### src/rtl/serial_rx_pkg.sv
package serial_rx_pkg;

   typedef enum logic [1:0] {
      RX_IDLE = 2'd0,
      RX_BITS = 2'd1,
      RX_STOP = 2'd2
   } rx_state_e;

   function automatic logic vote3(input logic a, input logic b, input logic c);
      return (a & b) | (a & c) | (b & c);
   endfunction

endpackage

### src/rtl/serial_rx_sync.sv
module serial_rx_sync #(
   parameter int STAGES = 2
) (
   input  logic clk,
   input  logic rst_n,
   input  logic din,
   output logic dout
);

   if (STAGES < 2) begin : g_bad_stages
      $error("serial_rx_sync: STAGES must be at least 2");
   end

   logic [STAGES-1:0] chain_q;

   always_ff @(posedge clk or negedge rst_n) begin
      if (!rst_n) begin
         chain_q <= '1;
      end else begin
         chain_q <= {chain_q[STAGES-2:0], din};
      end
   end

   assign dout = chain_q[STAGES-1];

endmodule

### src/rtl/serial_rx_vote3.sv
module serial_rx_vote3 #(
   parameter int OVS      = 16,
   parameter int MID      = 8,
   parameter bit MAJORITY = 1'b1,
   localparam int CNT_W   = $clog2(OVS)
) (
   input  logic             clk,
   input  logic             rst_n,
   input  logic             samp_en,
   input  logic             active,
   input  logic [CNT_W-1:0] phase,
   input  logic             lvl,
   output logic             bit_vld,
   output logic             bit_val
);
   import serial_rx_pkg::*;

   localparam logic [CNT_W-1:0] PH_LO = CNT_W'(MID - 1);
   localparam logic [CNT_W-1:0] PH_MD = CNT_W'(MID);
   localparam logic [CNT_W-1:0] PH_HI = CNT_W'(MID + 1);

   if (MID < 2 || MID + 1 > OVS - 1) begin : g_bad_mid
      $error("serial_rx_vote3: MID must leave room for samples on both sides");
   end

   logic take_lo, take_md;
   assign take_lo = samp_en && active && (phase == PH_LO);
   assign take_md = samp_en && active && (phase == PH_MD);
   assign bit_vld = samp_en && active && (phase == PH_HI);

   if (MAJORITY) begin : g_maj
      logic sa_q, sb_q;

      always_ff @(posedge clk or negedge rst_n) begin
         if (!rst_n) begin
            sa_q <= 1'b1;
            sb_q <= 1'b1;
         end else begin
            if (take_lo) sa_q <= lvl;
            if (take_md) sb_q <= lvl;
         end
      end

      assign bit_val = vote3(sa_q, sb_q, lvl);


      vote_agree_chk: assert property (@(posedge clk) disable iff (!rst_n)
         (bit_vld && (sa_q == sb_q)) |-> (bit_val == sa_q));
   end else begin : g_mid
      logic sm_q;

      always_ff @(posedge clk or negedge rst_n) begin
         if (!rst_n) begin
            sm_q <= 1'b1;
         end else if (take_md) begin
            sm_q <= lvl;
         end
      end

      assign bit_val = sm_q;
      logic unused_lo;
      assign unused_lo = take_lo;
   end

endmodule

### src/rtl/serial_rx_frame.sv
module serial_rx_frame #(
   parameter int DATA_W = 8,
   parameter int OVS    = 16,
   localparam int CNT_W = $clog2(OVS),
   localparam int SH_W  = DATA_W + 1
) (
   input  logic              clk,
   input  logic              rst_n,
   input  logic              samp_en,
   input  logic              lvl,
   input  logic              bit_vld,
   input  logic              bit_val,
   input  logic              stop_gate,
   input  logic              flag_clr,
   output logic              active,
   output logic [CNT_W-1:0]  phase_nxt,
   output logic [DATA_W-1:0] rx_byte,
   output logic              stop_bit,
   output logic              frame_rdy
);
   import serial_rx_pkg::*;

   if (DATA_W < 1) begin : g_bad_width
      $error("serial_rx_frame: DATA_W must be positive");
   end
   if (OVS < 4) begin : g_bad_ovs
      $error("serial_rx_frame: OVS must be at least 4");
   end

   rx_state_e         state_q;
   logic [CNT_W-1:0]  cnt_q;
   logic [SH_W-1:0]   shreg_q;
   logic              prev_q;
   logic [DATA_W-1:0] buf_q;
   logic              stop_q;
   logic              ri_q;

   logic              fall;
   logic              first_bit;
   logic              accept;
   logic [DATA_W-1:0] byte_fwd;

   assign active    = (state_q != RX_IDLE);
   assign phase_nxt = (cnt_q == CNT_W'(OVS - 1)) ? '0 : cnt_q + 1'b1;
   assign fall      = samp_en && (state_q == RX_IDLE) && prev_q && !lvl;
   assign first_bit = &shreg_q;
   assign accept    = bit_vld && (state_q == RX_STOP) && !ri_q && (!stop_gate || bit_val);

   // register holds first data bit just below the start marker; flip into byte order
   for (genvar gi = 0; gi < DATA_W; gi++) begin : g_rev
      assign byte_fwd[gi] = shreg_q[DATA_W-1-gi];
   end

   always_ff @(posedge clk or negedge rst_n) begin
      if (!rst_n) begin
         prev_q <= 1'b1;
      end else if (samp_en) begin
         prev_q <= lvl;
      end
   end

   always_ff @(posedge clk or negedge rst_n) begin
      if (!rst_n) begin
         state_q <= RX_IDLE;
         cnt_q   <= '0;
         shreg_q <= '1;
      end else begin
         case (state_q)
            RX_IDLE: begin
               if (fall) begin
                  state_q <= RX_BITS;
                  cnt_q   <= '0;
                  shreg_q <= '1;
               end
            end
            RX_BITS: begin
               if (samp_en) cnt_q <= phase_nxt;
               if (bit_vld) begin
                  if (first_bit && bit_val) begin
                     state_q <= RX_IDLE;
                  end else begin
                     shreg_q <= {shreg_q[SH_W-2:0], bit_val};
                     if (!shreg_q[SH_W-2]) state_q <= RX_STOP;
                  end
               end
            end
            RX_STOP: begin
               if (samp_en) cnt_q <= phase_nxt;
               if (bit_vld) state_q <= RX_IDLE;
            end
            default: state_q <= RX_IDLE;
         endcase
      end
   end

   always_ff @(posedge clk or negedge rst_n) begin
      if (!rst_n) begin
         buf_q  <= '0;
         stop_q <= 1'b0;
         ri_q   <= 1'b0;
      end else begin
         if (accept) begin
            buf_q  <= byte_fwd;
            stop_q <= bit_val;
            ri_q   <= 1'b1;
         end else if (flag_clr) begin
            ri_q   <= 1'b0;
         end
      end
   end

   assign rx_byte   = buf_q;
   assign stop_bit  = stop_q;
   assign frame_rdy = ri_q;


   idle_tick_chk: assert property (@(posedge clk) disable iff (!rst_n)
      (!samp_en && state_q != RX_IDLE) |=> ($stable(cnt_q) && $stable(shreg_q)));


   marker_chk: assert property (@(posedge clk) disable iff (!rst_n)
      (state_q == RX_BITS) |-> shreg_q[SH_W-1]);


   ri_src_chk: assert property (@(posedge clk) disable iff (!rst_n)
      $rose(ri_q) |-> ($past(state_q) == RX_STOP));


   buf_hold_chk: assert property (@(posedge clk) disable iff (!rst_n)
      ri_q |=> ($stable(buf_q) && $stable(stop_q)));


   ri_keep_chk: assert property (@(posedge clk) disable iff (!rst_n)
      (ri_q && !flag_clr) |=> ri_q);

endmodule

### src/rtl/serial_rx_vote.sv
module serial_rx_vote #(
   parameter int DATA_W      = 8,
   parameter int OVS         = 16,
   parameter int VOTE_MID    = 8,
   parameter int SYNC_STAGES = 2,
   parameter bit MAJORITY    = 1'b1
) (
   input  logic              clk,
   input  logic              rst_n,
   input  logic              samp_en,
   input  logic              rx_line,
   input  logic              stop_gate,
   input  logic              flag_clr,
   output logic [DATA_W-1:0] rx_byte,
   output logic              stop_bit,
   output logic              frame_rdy
);
   localparam int CNT_W = $clog2(OVS);

   logic             lvl;
   logic             active;
   logic [CNT_W-1:0] phase;
   logic             bit_vld;
   logic             bit_val;

   serial_rx_sync #(
      .STAGES (SYNC_STAGES)
   ) u_sync (
      .clk   (clk),
      .rst_n (rst_n),
      .din   (rx_line),
      .dout  (lvl)
   );

   serial_rx_vote3 #(
      .OVS      (OVS),
      .MID      (VOTE_MID),
      .MAJORITY (MAJORITY)
   ) u_vote (
      .clk     (clk),
      .rst_n   (rst_n),
      .samp_en (samp_en),
      .active  (active),
      .phase   (phase),
      .lvl     (lvl),
      .bit_vld (bit_vld),
      .bit_val (bit_val)
   );

   serial_rx_frame #(
      .DATA_W (DATA_W),
      .OVS    (OVS)
   ) u_frame (
      .clk       (clk),
      .rst_n     (rst_n),
      .samp_en   (samp_en),
      .lvl       (lvl),
      .bit_vld   (bit_vld),
      .bit_val   (bit_val),
      .stop_gate (stop_gate),
      .flag_clr  (flag_clr),
      .active    (active),
      .phase_nxt (phase),
      .rx_byte   (rx_byte),
      .stop_bit  (stop_bit),
      .frame_rdy (frame_rdy)
   );

endmodule

### config.mk
export PLATFORM = sky130hd
export DESIGN_NAME = serial_rx_vote
export DESIGN_NICKNAME = d
export VERILOG_FILES = /design/src/rtl/serial_rx_pkg.sv /design/src/rtl/serial_rx_sync.sv /design/src/rtl/serial_rx_vote3.sv /design/src/rtl/serial_rx_frame.sv /design/src/rtl/serial_rx_vote.sv
export SDC_FILE = /design/constraint.sdc
export NUM_CORES = 1
export LEC_CHECK = 0
export ABC_AREA = 1
export CORE_AREA = 2 2 63 53
export CTS_BUF_LIST = sky130_fd_sc_hd__clkbuf_16
export DETAILED_ROUTE_END_ITERATION = 16
export DIE_AREA = 0 0 65 55
export GPL_TIMING_DRIVEN = 0
export PLACE_DENSITY = 0.85
export SKIP_LAST_GASP = 1
export SYNTH_ARGS = -nofsm -noshare
export SYNTH_HDL_FRONTEND = slang
export SYNTH_SLANG_ARGS = --single-unit
export TNS_END_PERCENT = 1
### constraint.sdc
create_clock -name clk -period 2 [get_ports clk]
set_input_delay 0.4 -clock clk [delete_from_list [all_inputs] [get_ports clk]]
set_output_delay 0.4 -clock clk [all_outputs]
set_load 0.005 [all_outputs]
=== Yosys cells after proc, flatten, opt, wreduce, memory -nomap -nowiden ===
Cells that the tools add are included.

* Register bits after elaboration: 30
* Latch bits: 0
* Memory bits (writable): 0
* Memory bits (read-only): 0
* Input port bits: 6
* Word-level logic and storage cells: 69
* Memories: 0

* $add $sub $neg: 1
* Multiply operators: 0
* Divide/modulo/power cells: 0
* $lt $le $gt $ge: 0
* Eq/ne operators: 12
* Shifts and indexed selects: 0
* Multiplexer cells: 16
* Bitwise operators: 5
* Reduce and logical (&&, ||, !) cells: 25

{| class="wikitable"
|+ Operator list
! cell !! number
|-
| $mux 9 || 3
|-
| $pmux 9 s2 || 1
|-
| $eq 4x4->1 const B || 3
|-
| $mux 4 || 3
|-
| $logic_and 1x1->1 || 11
|-
| $mux 2 || 5
|-
| $reduce_and 9->1 || 1
|-
| $ne 2x1->1 const B || 4
|-
| $pmux 4 s2 || 1
|-
| $reduce_and 4->1 || 2
|-
| $reduce_bool 2->1 || 4
|-
| $pmux 2 s3 || 1
|-
| $add 4x1->4 const B || 1
|-
| $eq 4x3->1 const B || 1
|-
| $and 1x1->1 || 3
|-
| $logic_not 1->1 || 3
|-
| $ne 3x3->1 const B || 1
|-
| $reduce_and 3->1 || 1
|-
| $eq 2x1->1 const B || 1
|-
| $eq 2x2->1 const B || 1
|-
| $logic_not 2->1 || 1
|-
| $mux 1 || 2
|-
| $ne 2x2->1 const B || 1
|-
| $or 1x1->1 || 2
|-
| 2 further kinds || 2
|}

=== Logic depth before layout (Yosys ltp) ===
* Depth in word-level cells: 8
* Depth in mapped cells: 12
* Depth with buffers taken out: 12

=== Modules after synthesis ===
A second synthesis with hierarchy kept.

* Cells, all modules: 187
* Area total of the unflattened synthesis: 1531.5 um2

{| class="wikitable"
|+ Modules (own cells, without submodules)
! module !! times used !! cells each !! area an instance (um2) !! sequential area each (um2)
|-
| serial_rx_frame || 1 || 160 || 1313.8 || 663.1
|-
| serial_rx_vote3 || 1 || 25 || 165.2 || 52.6
|-
| serial_rx_sync || 1 || 2 || 52.6 || 52.6
|}

=== Least setup slack after synthesis ===
No wires, ideal clock.

* Path kind: register to register
* Start point: reg u_frame.cnt_q[0]
* End point: reg u_frame.buf_q[0], in the netlist u_frame.rx_byte[0]
* Library setup time: 0.116 ns
* Arrival time: 1.451 ns
* Data required time: 1.884 ns
* Setup slack: 0.432 ns
* Cell stages (with the launch flop): 11
* Clock period less this slack: 1.568 ns
* Path through: dfrtp_1 ha_1 nand2_1 nand3_1 nand2_2 nand3_4 nor2_4 inv_2 buf_6 nand2_1 nand2_1

* Longest elaborated chain between the ends: 7

{| class="wikitable"
|+ Ends and longest elaborated chain
! what !! RTL line !! source
|-
| from (decl) || serial_rx_frame.sv:31 || <nowiki>logic [CNT_W-1:0] cnt_q;</nowiki>
|-
| from (signal assigned) || serial_rx_frame.sv:77 || <nowiki>if (samp_en) cnt_q <= phase_nxt;</nowiki>
|-
| from (signal assigned) || serial_rx_frame.sv:88 || <nowiki>if (samp_en) cnt_q <= phase_nxt;</nowiki>
|-
| $add 4x1->4 / $eq 4x4->1 (equally long branches) || serial_rx_frame.sv:44 || <nowiki>assign phase_nxt = (cnt_q == CNT_W'(OVS - 1)) ? '0 : cnt_q + 1'b1;</nowiki>
|-
| $mux 4 (*) || serial_rx_frame.sv:44 ||
|-
| $eq 4x4->1 (*) || serial_rx_vote3.sv:29 || <nowiki>assign bit_vld = samp_en && active && (phase == PH_HI);</nowiki>
|-
| $logic_and 1x1->1 (*) || serial_rx_vote3.sv:29 ||
|-
| $logic_and 1x1->1 (*) (3 in series) || serial_rx_frame.sv:47 || <nowiki>assign accept = bit_vld && (state_q == RX_STOP) && !ri_q && (!stop_gate || bit_val);</nowiki>
|-
| to (signal assigned) || serial_rx_frame.sv:103 || <nowiki>buf_q <= byte_fwd;</nowiki>
|-
| to (decl) || serial_rx_frame.sv:34 || <nowiki>logic [DATA_W-1:0] buf_q;</nowiki>
|}

Mark *: on every way between the ends. The rest lies on a longest branch, timed or not.
A chain may end at the register's enable or synchronous reset.

=== Final worst setup path ===
* Start point: reg u_frame.state_q[0]
* End point: reg u_frame.buf_q[7], in the netlist u_frame.rx_byte[7]

* Longest elaborated chain between the ends: 6

{| class="wikitable"
|+ Ends and longest elaborated chain
! what !! RTL line !! source
|-
| from (decl) || serial_rx_frame.sv:30 || <nowiki>rx_state_e state_q;</nowiki>
|-
| from (signal assigned) || serial_rx_frame.sv:64 || <nowiki>state_q <= RX_IDLE;</nowiki>
|-
| from (signal assigned) || serial_rx_frame.sv:71 || <nowiki>state_q <= RX_BITS;</nowiki>
|-
| from (signal assigned) || serial_rx_frame.sv:80 || <nowiki>state_q <= RX_IDLE;</nowiki>
|-
| $reduce_bool 2->1 || serial_rx_frame.sv:43 || <nowiki>assign active = (state_q != RX_IDLE);</nowiki>
|-
| $logic_and 1x1->1 (2 in series) || serial_rx_vote3.sv:29 ||
|-
| $logic_and 1x1->1 (*) (3 in series) || serial_rx_frame.sv:47 ||
|}

Marked as above.

==> results.sh <==
export IMPL_drt_total_wl_um=3000
export IMPL_status="finished, final reports clean"
export IMPL_grt_first_pass_wirelength_um=5210
export IMPL_crit_path_end_kind="flop"
export IMPL_critPathLaunchType="flop"
export IMPL_critical_path_depth=11
export IMPL_max_freq_mhz=564
export IMPL_antenna_found_initial=0
export IMPL_comb_power_share_pct=35.6
export IMPL_sw_frac_of_total_pct=38.0
export IMPL_finalInstanceArea_um2=1890
export IMPL_cts_path_max_buffers=2
export IMPL_drc_errors=0
export IMPL_skew_ns=0.00507
export IMPL_seq_power_share_pct=37.9
export IMPL_postCtsHoldBufs=0
export IMPL_netlist_area_um2=1560
export IMPL_synth_area_leaders="dfrtp_1 26%, dfstp_2 24%, nand2_1 16%"
export IMPL_critical_path_endpoint="u_frame.rx_byte[7]$_DFFE_PN0P_"
export IMPL_cp_common_cell="nand2_1"
export IMPL_place_congestion=0.840
export IMPL_relSlewSlack_pct=57.7
export IMPL_drt_iter0_drc=91
export IMPL_synth_cells=184
export IMPL_gr_usage_all_layers_pct=20.3
export IMPL_path_cells="inv_1 > ha_1 > inv_1 > nand2_1 > nor2_1 > nand3_4 > nor2_4 > inv_2 > buf_6 > nand2_1 > nand2_1"
export IMPL_crit_type="flop to flop"
export IMPL_finalCritPeriodShare_pct=88.6
export IMPL_cts_made_buffers=5
export IMPL_ys_flop_type="dfrtp_1"
export IMPL_clkTransAtPathRegs_ns=0.05
export IMPL_nNetsFinal=219
export IMPL_synth_top_cell_by_area="dfrtp_1"
export IMPL_avgSynthCellArea_um2=8.48
export IMPL_power_density_nw_per_um2=1380
export IMPL_die_area_um2=3580
export IMPL_ff2ff_path_depth=11
export IMPL_cts_setup_buffers=0
export IMPL_area_delta_synth_final_pct=21.3
export IMPL_grt_pass1_vias=1194
export IMPL_dpl_instance_area_um2=1760
export IMPL_ant_nets=0
export IMPL_ys_warnings_count=0
export IMPL_slowest_delay_ns=0.37
export IMPL_die_h_um=55
export IMPL_dp_hpwl_um=2140
export IMPL_wire_per_inst_um=12.1
export IMPL_worstMarginPinSlew_ns=0.634
export IMPL_cp_required_ns=2.17
export IMPL_rsz0062_at_grt="false"
export IMPL_p_leak_nw=0.924
export IMPL_drive_above_1_share_pct=18.8
export IMPL_power_internal_w=0.00162
export IMPL_overflow=0
export IMPL_start_util_pct=52.9
export IMPL_via_per_inst=5.13
export IMPL_clock_latency_ns=0.28
export IMPL_yosysUniqueCellTypes=21
export IMPL_synth_top_area_share_pct=25.7
export IMPL_rows=18
export IMPL_vias=1266
export IMPL_r2r_start="u_frame.state_q[0]$_DFFE_PN0P_"
export IMPL_cts_root_buf="clkbuf_16"
export IMPL_async_flop_share_pct=100
export IMPL_pwr_share_clk_pct=26.5
export IMPL_antenna_diode_count=0
export IMPL_crit_buf_inv=4
export IMPL_core_um2=2950
export IMPL_htreeDepth=2
export IMPL_critPathTopFamily="simple AND/OR/NAND/NOR gates"
export IMPL_finalSetupTns_ns=0
export IMPL_ff2ff_setup_slack_ns=0.23
export IMPL_grt_max_degree=31
export IMPL_cts_tree="built"
export IMPL_drv_slew=0
export IMPL_cp_startpoint="u_frame.state_q[0]$_DFFE_PN0P_"
export IMPL_firstDrtPassIters=4
export IMPL_ys_ff_latch=30
export IMPL_r2r_end="u_frame.rx_byte[7]$_DFFE_PN0P_"
export IMPL_ctsResizeCount=0
export IMPL_fp_dieW_um=65
export IMPL_switchingPower_w=0.000992
export IMPL_hold_viol=0
export IMPL_maxCapViolCount=0
export IMPL_setup_viol=0
export IMPL_hold_class="input port to async pin"
export IMPL_ys_seq_area_share_pct=49.2
export IMPL_num_io_pins=16
export IMPL_port_buffers=15
export IMPL_syn_nets=197
export IMPL_ir_drop_mv=0.524
export IMPL_crit_arrival_ns=1.94
export IMPL_crit_path_top_delay_cell="dfrtp_1"
export IMPL_crit_path_max_fanout=10
export IMPL_clock_sinks=30
export IMPL_synth_edf_count=0
export IMPL_post_route_min_period_ns=1.77
## cells in the mapped netlist (2+ instances only)
cell / instances
ha_1: 7
o21ai_0: 9
nand2_1: 65
buf_6: 2
or2_2: 2
nand4_1: 3
nand2_2: 2
dfstp_2: 14
o21ai_2: 6
dfrtp_1: 16
buf_2: 2
nand3_1: 18
nor2_1: 8
inv_1: 23
## state kept, by name (all words and copies together) (netlist names)
name,count
u_frame.shreg_q,9
u_frame.frame_rdy,1
u_frame.state_q,2
u_vote.g_maj.sb_q,1
u_frame.prev_q,1
u_frame.rx_byte,8
u_sync.chain_q,2
u_frame.cnt_q,4
u_frame.stop_bit,1
u_vote.g_maj.sa_q,1
## through the flow
stage / std cells / total power [W] / hold WS, ns / worst slack, ns / utilization (%)
5_1_grt: 247 / 0.00284 / 0.199 / 0.0519 / 64.1
6_report: 247 / 0.00261 / 0.140 / 0.228 / 64.1
4_1_cts: 247 / 0.00263 / 0.357 / 0.209 / 64.3
3_5_place_dp: 239 / 0.00192 / 0.351 / 0.0290 / 59.7
3_3_place_gp: 239 / 0.00187 / 0.346 / 0.0337 / 59.7
2_1_floorplan: 184 / 0.00169 / 0.104 / 0.432 / -
## power by group through the flow
| stage | logic, W | clock network (W) | registers (W) |
|---|---|---|---|
| 6_report | 0.000931 | 0.000691 | 0.000989 |
| 4_1_cts | 0.000938 | 0.000704 | 0.000984 |
| 3_3_place_gp | 0.000892 | 0 | 0.000982 |
| 3_5_place_dp | 0.000928 | 0 | 0.000990 |
| 5_1_grt | 0.00110 | 0.000730 | 0.00101 |
| 2_1_floorplan | 0.000738 | 0 | 0.000949 |
## worst min path at each step
stage,start,end,slack (ns)
floorplan,rst_n,u_frame.cnt_q[0]$_DFFE_PN0P_,0.10
global placement,u_sync.chain_q[0]$_DFF_PN1_,u_sync.chain_q[1]$_DFF_PN1_,0.35
detailed placement,u_sync.chain_q[0]$_DFF_PN1_,u_sync.chain_q[1]$_DFF_PN1_,0.35
CTS,u_sync.chain_q[0]$_DFF_PN1_,u_sync.chain_q[1]$_DFF_PN1_,0.36
global route,rst_n,u_frame.cnt_q[3]$_DFFE_PN0P_,0.20
finish,rst_n,u_frame.cnt_q[3]$_DFFE_PN0P_,0.14
## per-layer routing
metal	GRT usage (%)	part of all wire [%]	vias to the layer above
met3	6.48	5.2	4
met5	0	0	-
met2	34.5	48	32
met4	11.7	1.8	0
met1	23.2	45	613
li1	-	-	617
## cell type report
cell class,instances,area (um2)
Clock buffer,5,125
Timing Repair Buffer,15,145
Multi-Input combinational cell,126,669
Sequential cell,30,768
Tap cell,40,50.0
Inverter,24,90.1
Buffer,4,32.5
Clock inverter,3,11.3
Fill cell,229,1060
## worst reg2reg max path: cells and delay by family, from the launching register on
family / cells / cell delay, ns
buf+inv: 4 / 0.41
simple gates: 6 / 0.65
fa+ha+maj: 1 / 0.22
flops: 1 / 0.37
## kinds of logic after synthesis
logic type                 after synthesis  share of synthesized area [%]
AOI/OAI and AO/OA                       17                           7.78
buffers and inverters                   28                           7.86
xor gates and xnor gates                 1                           1.04
DFF                                     30                           49.2
and+or+nand+nor                        101                           28.5
adders and majority gates                7                           5.61
## placed cells by master, fill, tap and decap left out
| cell | n |
|---|---|
| buf_6 | 2 |
| nand2_2 | 2 |
| nor2_1 | 8 |
| or2_2 | 2 |
| buf_2 | 3 |
| nand2_1 | 65 |
| ha_1 | 7 |
| a21oi_4 | 1 |
| xnor2_2 | 1 |
| clkdlybuf4s50_1 | 14 |
| o211ai_1 | 1 |
| nand3_4 | 1 |
| dfrtp_1 | 16 |
| inv_1 | 23 |
| nor2_4 | 1 |
| o21ai_0 | 9 |
| nand3b_1 | 1 |
| nand3_1 | 18 |
| clkinv_1 | 3 |
| inv_2 | 1 |
| clkbuf_16 | 5 |
| dfstp_2 | 14 |
| nand4_1 | 3 |
| o21ai_2 | 6 |
(Power assumes the default switching activity.)
